<file path="src/rtl/alu_dp_pkg.sv">
// Shared opcode encoding and classification helpers for the data-processing ALU.
package alu_dp_pkg;

    localparam int DW = 32;
    localparam int FW = 4;   // {N,Z,C,V}

    typedef enum logic [3:0] {
        OP_AND = 4'd0,  OP_XOR = 4'd1,  OP_SUB = 4'd2,  OP_RSB = 4'd3,
        OP_ADD = 4'd4,  OP_ADC = 4'd5,  OP_SBC = 4'd6,  OP_RSC = 4'd7,
        OP_TST = 4'd8,  OP_TEQ = 4'd9,  OP_CMP = 4'd10, OP_CMN = 4'd11,
        OP_ORR = 4'd12, OP_MOV = 4'd13, OP_BIC = 4'd14, OP_MVN = 4'd15
    } dp_op_e;

    // True for the flag-only opcodes that never write the destination.
    function automatic logic is_test_op(input logic [3:0] op);
        return op[3:2] == 2'b10;
    endfunction

    // True for opcodes whose C and V come from the adder.
    function automatic logic is_arith_op(input logic [3:0] op);
        return (op >= 4'd2 && op <= 4'd7) || op == 4'd10 || op == 4'd11;
    endfunction

endpackage

</file>
<file path="src/rtl/alu_dp_opsel.sv">
// First-operand select: substitutes the pipelined program-counter value when
// the source register is the PC. Assumes the PC reads two words ahead, or three
// when the shift amount is register-specified.
module alu_dp_opsel #(
    parameter int DW       = 32,
    parameter int PC_AHEAD = 8,
    parameter int PC_EXTRA = 4
) (
    input  logic [DW-1:0] op_a,
    input  logic          a_is_pc,
    input  logic [DW-1:0] inst_addr,
    input  logic          reg_shift,
    output logic [DW-1:0] a_eff
);
    localparam logic [DW-1:0] OFS_IMM = DW'(PC_AHEAD);
    localparam logic [DW-1:0] OFS_REG = DW'(PC_AHEAD + PC_EXTRA);

    // Pick register value or PC plus its pipeline offset.
    always_comb begin
        if (a_is_pc) a_eff = inst_addr + (reg_shift ? OFS_REG : OFS_IMM);
        else         a_eff = op_a;
    end
endmodule

</file>
<file path="src/rtl/alu_dp_core.sv">
// Combinational operation core: logic unit, one carry-in adder with operand
// steering, and the flag generator. Assumes flags are ordered {N,Z,C,V}.
module alu_dp_core
    import alu_dp_pkg::*;
#(
    parameter int DW = 32
) (
    input  logic [3:0]    opcode,
    input  logic          set_flags,
    input  logic [DW-1:0] a,
    input  logic [DW-1:0] b,
    input  logic          shift_carry,
    input  logic [3:0]    flags_in,
    output logic [DW-1:0] res,
    output logic          we,
    output logic [3:0]    flags_nx,
    output logic          unsup
);
    localparam int MSB = DW - 1;

    logic [DW-1:0] add_x, add_y, logic_res;
    logic          add_cin;
    logic [DW:0]   sum;
    logic          arith, test_op, v_add;

    assign arith   = is_arith_op(opcode);
    assign test_op = is_test_op(opcode);

    // Steer adder inputs and carry-in per opcode.
    always_comb begin
        add_x   = a;
        add_y   = b;
        add_cin = 1'b0;
        unique case (dp_op_e'(opcode))
            OP_SUB, OP_CMP: begin add_y = ~b; add_cin = 1'b1; end
            OP_RSB:         begin add_x = b; add_y = ~a; add_cin = 1'b1; end
            OP_ADC:         add_cin = flags_in[1];
            OP_SBC:         begin add_y = ~b; add_cin = flags_in[1]; end
            OP_RSC:         begin add_x = b; add_y = ~a; add_cin = flags_in[1]; end
            default:        add_cin = 1'b0;
        endcase
    end

    assign sum   = {1'b0, add_x} + {1'b0, add_y} + {{DW{1'b0}}, add_cin};
    assign v_add = (add_x[MSB] == add_y[MSB]) && (sum[MSB] != add_x[MSB]);

    // Bitwise and move results.
    always_comb begin
        unique case (dp_op_e'(opcode))
            OP_AND, OP_TST: logic_res = a & b;
            OP_XOR, OP_TEQ: logic_res = a ^ b;
            OP_ORR:         logic_res = a | b;
            OP_MOV:         logic_res = b;
            OP_BIC:         logic_res = a & ~b;
            OP_MVN:         logic_res = ~b;
            default:        logic_res = '0;
        endcase
    end

    assign res   = arith ? sum[DW-1:0] : logic_res;
    assign we    = !test_op;
    assign unsup = test_op && !set_flags;

    // Next flags: hold unless flags are set by a supported encoding.
    always_comb begin
        if (!set_flags) begin
            flags_nx = flags_in;
        end else begin
            flags_nx[3] = res[MSB];
            flags_nx[2] = (res == '0);
            flags_nx[1] = arith ? sum[DW] : shift_carry;
            flags_nx[0] = arith ? v_add   : flags_in[0];
        end
    end
endmodule

</file>
<file path="src/rtl/alu_dp.sv">
// Top of the data-processing ALU: selects the first operand, runs the core and
// registers all outputs one cycle after a valid request. Synchronous reset.
module alu_dp
    import alu_dp_pkg::*;
#(
    parameter int DW = 32
) (
    input  logic          clk,
    input  logic          rst_n,
    input  logic          in_valid,
    input  logic [3:0]    opcode,
    input  logic          set_flags,
    input  logic [DW-1:0] op_a,
    input  logic          a_is_pc,
    input  logic [DW-1:0] inst_addr,
    input  logic          reg_shift,
    input  logic [DW-1:0] op_b,
    input  logic          shift_carry,
    input  logic [3:0]    flags_in,
    output logic          out_valid,
    output logic [DW-1:0] result,
    output logic          reg_we,
    output logic [3:0]    flags_out,
    output logic          unsupported
);
    logic [DW-1:0] a_eff, c_res;
    logic          c_we, c_unsup;
    logic [3:0]    c_flags;

    alu_dp_opsel #(.DW(DW)) u_opsel (
        .op_a(op_a), .a_is_pc(a_is_pc), .inst_addr(inst_addr),
        .reg_shift(reg_shift), .a_eff(a_eff)
    );

    alu_dp_core #(.DW(DW)) u_core (
        .opcode(opcode), .set_flags(set_flags), .a(a_eff), .b(op_b),
        .shift_carry(shift_carry), .flags_in(flags_in),
        .res(c_res), .we(c_we), .flags_nx(c_flags), .unsup(c_unsup)
    );

    // Output register stage; result and flags hold while idle.
    always_ff @(posedge clk) begin
        if (!rst_n) begin
            out_valid   <= 1'b0;
            result      <= '0;
            reg_we      <= 1'b0;
            flags_out   <= '0;
            unsupported <= 1'b0;
        end else begin
            out_valid   <= in_valid;
            reg_we      <= in_valid && c_we;
            unsupported <= in_valid && c_unsup;
            if (in_valid) begin
                result    <= c_res;
                flags_out <= c_flags;
            end
        end
    end

    a_r4_test_no_write: assert property (@(posedge clk) disable iff (!rst_n)
        out_valid && $past(opcode[3:2] == 2'b10) |-> !reg_we);

    a_r5_unsup_no_write: assert property (@(posedge clk) disable iff (!rst_n)
        unsupported |-> out_valid && !reg_we);

    a_r6_neg_flag: assert property (@(posedge clk) disable iff (!rst_n)
        out_valid && $past(set_flags) |-> flags_out[3] == result[DW-1]);

    a_r6_zero_flag: assert property (@(posedge clk) disable iff (!rst_n)
        out_valid && $past(set_flags) |-> flags_out[2] == (result == '0));

    a_r9_logic_v_hold: assert property (@(posedge clk) disable iff (!rst_n)
        out_valid && $past(set_flags) && !$past(is_arith_op(opcode))
        |-> flags_out[0] == $past(flags_in[0]));

    a_r10_flags_hold: assert property (@(posedge clk) disable iff (!rst_n)
        out_valid && !$past(set_flags) |-> flags_out == $past(flags_in));

    a_r12_idle_quiet: assert property (@(posedge clk) disable iff (!rst_n)
        !out_valid |-> !reg_we && !unsupported);
endmodule

</file>
<file path="config.mk">
export PLATFORM = sky130hd
export DESIGN_NAME = alu_dp
export DESIGN_NICKNAME = d
export VERILOG_FILES = /design/src/rtl/alu_dp_pkg.sv /design/src/rtl/alu_dp_opsel.sv /design/src/rtl/alu_dp_core.sv /design/src/rtl/alu_dp.sv
export SDC_FILE = /design/constraint.sdc
export NUM_CORES = 1
export LEC_CHECK = 0
export ABC_CLOCK_PERIOD_IN_PS = 7800
export BUFFER_PORTS_ARGS = -buffer_cell sky130_fd_sc_hd__buf_2
export CORE_AREA = 2 2 143 145
export DETAILED_ROUTE_END_ITERATION = 8
export DIE_AREA = 0 0 145 147
export GPL_TIMING_DRIVEN = 0
export PLACE_DENSITY = 0.65
export SLEW_MARGIN = 10
export SYNTH_ARGS = -nofsm -noshare
export SYNTH_HDL_FRONTEND = slang
export SYNTH_HIERARCHICAL = 1
export SYNTH_SLANG_ARGS = --single-unit
</file>
<file path="constraint.sdc">
create_clock -name clk -period 7.8 [get_ports clk]
set_input_delay 0.39 -clock clk [delete_from_list [all_inputs] [get_ports clk]]
set_output_delay 0.39 -clock clk [all_outputs]
set_load 0.02 [all_outputs]
</file>
After elaboration in Yosys (flattened, before gate mapping) --
Cells that the tools add are included.
Word-level totals: bits in registers 39, input port bits 111, output and inout port bits 39, logic and storage cells 60
Cells by class: add/sub/neg operators 3, $lt $le $gt $ge 2, equal/unequal tests 17, multiplexer cells 10, bitwise operators 6, reductions and logical operators 17
Operator list (number):
- $pmux W32 S6 | 1
- $mux W32 | 3
- $and A32 B32 Y32 | 2
- $not A32 Y32 | 2
- $pmux W32 S2 | 1
- $add A32 B32 Y33 | 1
- $add A33 B1 Y33 | 1
- $add A32 B32 Y32 | 1
- $eq A4 B4 Y1 const B | 8
- $logic_not A32 Y1 | 1
- $or A32 B32 Y32 | 1
- $xor A32 B32 Y32 | 1
- $eq A4 B3 Y1 const B | 3
- $reduce_or A3 Y1 | 3
- $eq A4 B2 Y1 const B | 2
- $reduce_or A2 Y1 | 3
- $logic_and A1 B1 Y1 | 5
- $eq A4 B1 Y1 const B | 1
- $ge A4 B2 Y1 const B | 1
- $le A4 B3 Y1 const B | 1
- $logic_not A4 Y1 | 1
- $mux W4 | 1
- $mux W3 | 1
- $eq A2 B2 Y1 const B | 1
- other kinds (6) | 9

Logic depth before layout (Yosys ltp) --
Gate-level depths: netlist (run 1).
depth after elaboration 11, depth in mapped cells 25, gate-level depth less buffers 22

Cells and area by module --
Netlist (run 1), hierarchy kept.
By module, submodules not included:
- alu_dp_core | instances 1, cells each 893, area each 5449.0 um2, seq. area each 0.0 um2
- alu_dp | instances 1, cells each 123, area each 1475.2 um2, seq. area each 780.7 um2
- alu_dp_opsel | instances 1, cells each 168, area each 1011.0 um2, seq. area each 0.0 um2

Worst setup path after synthesis (run 1) --
OpenSTA, ideal clock, no wires.
kind input to register, start in opcode[1], end reg flags_out[2], library setup time 65 ps, arrival time 5677 ps, required time 7735 ps, setup slack 2058 ps, stages on the path 24, path buffers 6, cell sequence buf_2 -> buf_2 -> buf_2 -> buf_1 -> buf_1 -> a21o_1 -> clkbuf_1 -> nor2_1 -> a211oi_1 -> fa_1 -> inv_1 -> fa_1 -> a21o_1 -> a221oi_4 -> o221ai_2 -> a41oi_2 -> xnor2_1 -> a221o_1 -> or4_4 -> a2111oi_4 -> nand4_1 -> o21ai_1 -> mux2i_1 -> nor2b_1
Between the ends: cells in the longest elaborated chain, start to end 8, elaborated cells on any way between the ends 35, classes of those cells add/sub (2); order compare (2); eq/ne (14); mux (6); reduce/logical (11)
RTL lines:
- start, declared | RTL line alu_dp.sv:11 | input logic [3:0] opcode,
- $eq A4 B2 Y1 (tied with other cells) | RTL line alu_dp_core.sv:34 | unique case (dp_op_e'(opcode))
- $reduce_or A3 Y1 (no line) or $reduce_or A2 Y1 (tied branches)
- $pmux W32 S2 or $mux W32 (tied branches) | RTL line alu_dp_core.sv:34
- $add A32 B32 Y33 | RTL line alu_dp_core.sv:44 | assign sum = {1'b0, add_x} + {1'b0, add_y} + {{DW{1'b0}}, add_cin};
- $add A33 B1 Y33 | RTL line alu_dp_core.sv:44
- $mux W32 * | RTL line alu_dp_core.sv:60 | assign res = arith ? sum[DW-1:0] : logic_res;
- via c_res[16] | RTL line alu_dp.sv:26 | logic [DW-1:0] a_eff, c_res;
- $logic_not A32 Y1 * | RTL line alu_dp_core.sv:70 | flags_nx[2] = (res == '0);
- $mux W4 * | RTL line alu_dp_core.sv:66 | if (!set_flags) begin
- via c_flags[2] | RTL line alu_dp.sv:28 | logic [3:0] c_flags;
- end signal, assigned | RTL line alu_dp.sv:55 | flags_out <= c_flags;
- end, declared | RTL line alu_dp.sv:23 | output logic [3:0] flags_out,
Mark *: on every way through the listed nets, which the timed path passes. The rest lies on a longest branch. A chain may end at the register's enable or synchronous reset.

Worst setup path in the final report (run 1) --
Same ends and word-level chain as after synthesis.

==> results of run 1 <==
## repair_timing
item,CTS,global route
gates resized for setup,0,3
hold endpoints to repair,0,0
endpoints found under the setup margin,0,1
## cell type report
type,count,area [µm²]
clock buffers,5,125
fillers,2141,10600
flip-flops and latches,39,781
repair buffers,146,731
plain buffers,85,388
well taps,270,338
clock inverters,3,67.6
inverters,80,300
multi-input cells,980,6480
## power groups by stage
stage	Sequential (W)	Clock (W)	Combinational, W
5_1_grt	0.000238	0.000288	0.000907
4_1_cts	0.000235	0.000282	0.000811
3_3_place_gp	0.000239	0	0.000798
6_report	0.000235	0.000274	0.000825
2_1_floorplan	0.000270	0	0.000536
3_5_place_dp	0.000239	0	0.000806
## kinds of logic (layout without fill, tap and decap cells)
| family | after synthesis | after routing | share of synthesized area, % |
|---|---|---|---|
| xor+xnor | 53 | 53 | 5.85 |
| simple gates | 422 | 422 | 27.3 |
| flops | 39 | 39 | 9.84 |
| mux | 49 | 49 | 6.28 |
| compound gates | 389 | 389 | 31.3 |
| buf+inv | 165 | 319 | 8.66 |
| fa+ha+maj | 67 | 67 | 10.8 |
## final timing paths
path,to,slack (ns),depth (start not counted)
worst max-delay path,flags_out[2],0.62,24
worst min-delay path,result[29],0.42,2
worst max register to register,result[13],7.18,2
worst min register to register,result[15],0.51,2
## flip-flops by register name, indices dropped and copies added (netlist names)
register,cells
result,32
flags_out,4
out_valid,1
reg_we,1
unsupported,1
## cell usage in the layout (no fill, tap or decap), drive strengths merged, types with 6 or more instances in the layout
cell type	count
nor3	20
ha	65
and3	15
o221ai	7
a21oi	81
a211oi	9
nand3b	7
a2111oi	6
mux2i	43
a31oi	23
or3	10
o31ai	15
or4	14
and4	6
buf	172
o22ai	8
o32ai	7
xnor2	18
nor2b	43
nand4	14
xor2	35
or2	8
mux2	6
a21o	15
nand2	137
dfxtp	39
nand2b	8
inv	80
o21a	10
a221oi	8
and2	9
nand3	38
clkbuf	64
o211ai	11
nor2	69
o21ai	145
## routing by layer
metal  up-vias  GRT usage (%)
met5         -              0
met4         0           13.3
met3        92           4.44
met2       454           46.9
met1      4506           36.4
li1       4614              -
## stage by stage
step	hold WS [ns]	total power, W	instances	setup slack [ns]	util, %
6_report	0.417	0.00133	1608	0.618	46.4
5_1_grt	0.424	0.00143	1608	0.197	46.4
4_1_cts	0.411	0.00133	1608	0.327	46.4
3_5_place_dp	0.498	0.00104	1600	0.0490	45.4
3_3_place_gp	0.491	0.00104	1600	0.0405	45.4
2_1_floorplan	0.589	0.000806	1184	2.06	-
==> results.py, run 1 <==
metrics = {
    "drt": {
        "drc": 0,
        "routed.top_layer": "met4",
        "wl_um": 31000,
        "wl_met3_um": 2570,
        "first_pass_iters": 6,
        "ant_nets": 0,
        "routed_via_density": 6.01,
        "wire_per_inst_um": 19.3,
        "wl_met1_um": 12800,
        "via_count": 9666,
        "wl_met2_um": 14200,
        "drt_iter0_drc": 975,
    },
    "global_routing": {
        "antenna_found_initial": 0,
        "first_global_vias": 8886,
        "grt_usage_pct": 28.4,
        "grt_pass1_wl_um": 47900,
        "gr-total-overflow": 0,
        "grt_max_degree": 14,
    },
    "logic_synthesis": {
        "synth_edf_count": 0,
        "yosys.area.top_type_share_pct": 10.2,
        "syn-instance-count": 1184,
        "ys_warn_count": 6,
        "synthArstFlopShare_pct": 0,
        "synth.distinct_cells": 84,
        "synthTopCellsByArea": "ha_1 (10%), dfxtp_1 (9.8%), o21ai_0 (9.1%)",
        "seq_area_frac_synth_pct": 9.84,
        "synth_area_um2": 7940,
        "yosysTopAreaCell": "ha_1",
        "synthesis.nets": 1362,
        "synth_flop_cell": "dfxtp_1",
        "ys_ff_latch": 39,
        "synth_common_cells": "o21ai_0 (144), nand2_1 (137), a21oi_1 (81)",
        "synth_most_common_cell": "o21ai_0",
        "syn_avg_cell_area_um2": 6.70,
    },
    "power_and_ir_drop": {
        "seqPwrFrac_pct": 17.6,
        "p_sw_share_pct": 46.1,
        "p_leak_nw": 4.11,
        "power.clock.fraction_pct": 20.5,
        "peakVddDrop_mv": 0.0795,
        "internal_power_w": 0.000718,
        "p_switching_w": 0.000615,
        "pwr_density_cell_nw_per_um2": 145,
        "power_frac_comb_pct": 61.9,
    },
    "placement": {
        "hpwlAfterDp_um": 24500,
        "gp_congestion": 0.995,
        "port_buffers": 146,
        "placed_cell_area_um2": 9010,
    },
    "cts": {
        "clkLatencyLatePin_ns": 0.30,
        "htree_levels": 2,
        "cts_root_buf": "clkbuf_16",
        "cts.sinks": 39,
        "clkTransAtPathRegs_ns": 0.06,
        "cts_buffers": 5,
        "cts_tree": "built",
        "post_cts_buffers": 0,
        "clockBufferDepth": 2,
        "postCtsHoldBufs": 0,
    },
    "final_layout": {
        "area_growth_pct": 16.1,
        "drive_above_1_share_pct": 15.4,
        "final_nets": 1515,
        "diodes": 0,
        "fin_area_um2": 9210,
    },
    "die": {
        "die_w_um": 145,
        "floorplan.die_area_um2": 21300,
        "io_pins": 150,
        "initial_utilization_pct": 40.0,
        "fp.coreArea_um2": 19800,
        "dieHeight_um": 147,
        "rows": 52,
    },
    "worst_setup_path": {
        "cp.required_ns": 8.04,
        "worstPathArrival_ns": 7.42,
        "endpoint_kind": "flip-flop",
        "crit_type": "in -> reg",
        "crit_chain": "buf_2 -> buf_2 -> buf_2 -> buf_2 -> buf_1 -> buf_1 -> nand2_1 -> clkbuf_1 -> clkbuf_1 -> nand2_1 -> o21ai_0 -> fa_1 -> a21o_1 -> a221oi_4 -> o221ai_1 -> o31ai_2 -> xor2_1 -> o211ai_1 -> or4_4 -> a2111oi_4 -> nand4_1 -> o21ai_1 -> mux2i_1 -> nor2b_1",
        "critPathTopFamily": "buffers and inverters",
        "crit_path_start_kind": "input port",
        "cp_num_buf_inv": 8,
        "cpMostUsedCell": "buf_2",
        "crit_path_start": "opcode[1]",
        "critPathMaxStageDelay_ns": 0.59,
        "slowest_stage": "or4_4",
        "timing.rr.start": "result[13]",
        "cp_max_fo": 10,
    },
    "min_path": {
        "min_from": "rst_n",
        "hp-class": "in -> reg",
    },
    "sta": {
        "setup_viol": 0,
        "rsz0062_at_grt": "no",
        "max-slew-margin-rel_pct": 26.4,
        "timing.setup.tns_ns": 0,
        "skew_ns": 0,
        "fin_crit_ns": 7.18,
        "max_freq_mhz": 139,
        "drv_slew": 0,
        "hold_viol": 0,
        "tightest_slew_ns": 1.08,
        "timing.final.crit_share_pct": 92.1,
    },
    "job": {
        "drv_cap": 0,
    },
    "outcome": {
        "status": "finished clean",
    },
}
(Power assumes the default switching activity.)
==> run 2: changes to the inputs <==
--- a/config.mk
+++ b/config.mk
@@ -5,7 +5,7 @@
 export SDC_FILE = /design/constraint.sdc
 export NUM_CORES = 1
 export LEC_CHECK = 0
-export ABC_CLOCK_PERIOD_IN_PS = 7800
+export ABC_CLOCK_PERIOD_IN_PS = 7300
 export BUFFER_PORTS_ARGS = -buffer_cell sky130_fd_sc_hd__buf_2
 export CORE_AREA = 2 2 143 145
 export DETAILED_ROUTE_END_ITERATION = 8
==> constraint.sdc (replaced) <==
create_clock -name clk -period 7.3 [get_ports clk]
set_input_delay 0.365 -clock clk [delete_from_list [all_inputs] [get_ports clk]]
set_output_delay 0.365 -clock clk [all_outputs]
set_load 0.02 [all_outputs]
==> run 2 against run 1 <==
Compared with the run above:
- global-route usage about the same
- register-to-register slack worse by 0.50 ns
- clock skew unchanged
- via count decreased by 0.49%
- cell count down 0.12%
- setup slack worse by 0.20 ns
- routed wire length shrank 0.17%
- final area barely moved
- worst hold slack worse by 0.025 ns
==> results.py, run 2 (synthesis gave the netlist of run 1 again) <==
metrics = {
    "global_routing": {
        "first_global_vias": 8878,
        "gr-total-overflow": 0,
        "antenna_found_initial": 0,
        "grt_pass1_wl_um": 47900,
        "grt_usage_pct": 28.4,
        "grt_max_degree": 15,
    },
    "worst_setup_path": {
        "ff2ff_path_depth": 2,
        "crit_path_start_kind": "input port",
        "worstPathArrival_ns": 7.12,
        "endpoint_kind": "flip-flop",
        "rrSetupSlack_ns": 6.68,
        "rr_endpoint": "result[13]",
        "cp.required_ns": 7.54,
        "cp_max_fo": 14,
        "crit_type": "in -> reg",
        "timing.rr.start": "result[13]",
    },
    "die": {
        "fp.coreArea_um2": 19800,
        "die_w_um": 145,
        "dieHeight_um": 147,
        "initial_utilization_pct": 40.0,
        "rows": 52,
        "floorplan.die_area_um2": 21300,
        "io_pins": 150,
    },
    "cts": {
        "clkTransAtPathRegs_ns": 0.06,
        "cts_tree": "built",
        "clockBufferDepth": 2,
        "cts_root_buf": "clkbuf_16",
        "cts.sinks": 39,
        "cts_buffers": 5,
        "clkLatencyLatePin_ns": 0.30,
        "htree_levels": 2,
        "post_cts_buffers": 0,
    },
    "min_path": {
        "whs_endpoint": "result[29]",
        "hold-path-cell-count": 2,
        "min_from": "rst_n",
        "hp-class": "in -> reg",
    },
    "placement": {
        "port_buffers": 146,
        "gp_congestion": 0.995,
        "place_ws_ns": -0.426,
        "hpwlAfterDp_um": 24500,
    },
    "final_layout": {
        "diodes": 0,
        "final_nets": 1513,
        "drive_above_1_share_pct": 15.6,
        "top_register": "result",
        "final_util_pct": 46.4,
        "largestRegisters": "result (32), flags_out (4)",
        "layout_commonest_cell": "buf_2",
        "largest_reg_flops": 32,
        "nFillCells": 2142,
        "area_growth_pct": 16.0,
        "layout_common_cells": "buf_2 (156), o21ai_0 (144), nand2_1 (137)",
    },
    "power_and_ir_drop": {
        "seqPwrFrac_pct": 17.6,
        "peakVddDrop_mv": 0.0851,
        "pwr_density_cell_nw_per_um2": 155,
        "p_sw_share_pct": 46.1,
        "power_frac_comb_pct": 61.9,
        "p_switching_w": 0.000658,
        "p_leak_nw": 4.11,
        "internal_power_w": 0.000768,
        "power.clock.fraction_pct": 20.5,
    },
    "drt": {
        "wire_per_inst_um": 19.3,
        "first_pass_iters": 6,
        "ant_nets": 0,
        "drt_iter0_drc": 1102,
        "wl_um": 31000,
        "via_count": 9619,
        "routed_via_density": 5.99,
        "drc": 0,
    },
    "sta": {
        "setup_viol": 0,
        "drv_slew": 0,
        "tightest_slew_ns": 1.10,
        "worst_slack_ns": 0.420,
        "holdWs_ns": 0.392,
        "skew_ns": 0,
        "rsz0062_at_grt": "no",
        "timing.final.crit_share_pct": 94.3,
        "max-slew-margin-rel_pct": 25.0,
        "max_freq_mhz": 145,
        "fin_crit_ns": 6.88,
        "hold_viol": 0,
    },
    "outcome": {
        "status": "finished clean",
    },
    "job": {
        "drv_cap": 0,
    },
}
run 2: cell count changes in the layout (fill, tap and decap cells not counted), sizes merged:
cell    change
clkbuf      -1
buf         -1
run 2: through the flow:
step | TNS (ns) | cell area [µm²] | instances | power [W]
after global routing | 0 | 9210 | 1606 | 0.00153
after global placement | -0.434 | 9000 | 1600 | 0.00111
after floorplan | 0 | 7940 | 1184 | 0.000861
final | 0 | 9210 | 1606 | 0.00143
after detailed placement | -0.426 | 9010 | 1600 | 0.00112
after CTS | 0 | 9200 | 1607 | 0.00142
run 2: layout make-up:
class / instances / area [µm²] / share of cell area, %
clock inverter: 3 / 67.6 / 0.734
buffer: 83 / 382 / 4.14
sequential: 39 / 781 / 8.48
inverter: 80 / 300 / 3.26
clock buffer: 5 / 125 / 1.36
tap: 270 / 338 / 3.67
timing repair buffer: 146 / 731 / 7.94
multi-input combinational: 980 / 6480 / 70.4
run 2: routing by layer:
| layer | vias to the layer above | global-route usage [%] | share of wire [%] |
|---|---|---|---|
| li1 | 4608 | - | - |
| met1 | 4468 | 36.3 | 42 |
| met2 | 465 | 47.1 | 46 |
| met3 | 78 | 4.32 | 8.2 |
| met4 | 0 | 13.1 | 4.2 |
| met5 | - | 0 | 0 |
run 2: power by group through the flow:
stage / combinational, W / clock [W] / sequential [W]
floorplan: 0.000572 / 0 / 0.000289
global placement: 0.000853 / 0 / 0.000255
detailed placement: 0.000861 / 0 / 0.000256
CTS: 0.000866 / 0.000302 / 0.000251
global route: 0.000970 / 0.000307 / 0.000254
finish: 0.000883 / 0.000292 / 0.000251
run 2: worst max-delay path by stage:
stage / startpoint / to / depth (start not counted)
finish: opcode[1] / flags_out[2] / 23
detailed placement: opcode[1] / flags_out[2] / 25
floorplan: opcode[1] / flags_out[2] / 24
global route: opcode[1] / flags_out[2] / 23
global placement: opcode[1] / flags_out[2] / 25
CTS: opcode[1] / flags_out[2] / 24
run 2: worst max-delay path, stage by stage:
cell       delay [ns]
buf_2            0.11
buf_2            0.23
buf_2            0.36
buf_1            0.52
nor3b_1          0.69
a21o_1           0.58
nor2_1           0.08
a211oi_1         0.28
fa_1             0.31
inv_1            0.07
fa_1             0.41
a21o_1           0.25
a221oi_4         0.45
o221ai_1         0.28
o31ai_2          0.39
xor2_1           0.20
o211ai_1         0.17
or4_4            0.59
a2111oi_4        0.32
nand4_1          0.14
o21ai_1          0.14
mux2i_1          0.08
nor2b_1          0.10
run 2: what timing repair did:
action / in CTS / in global routing
setup endpoints to repair: 1 / 6
gates resized for setup: 0 / 6
hold endpoints to repair: 0 / 0
hold buffers: 0 / 0
cloned: 0 / 0
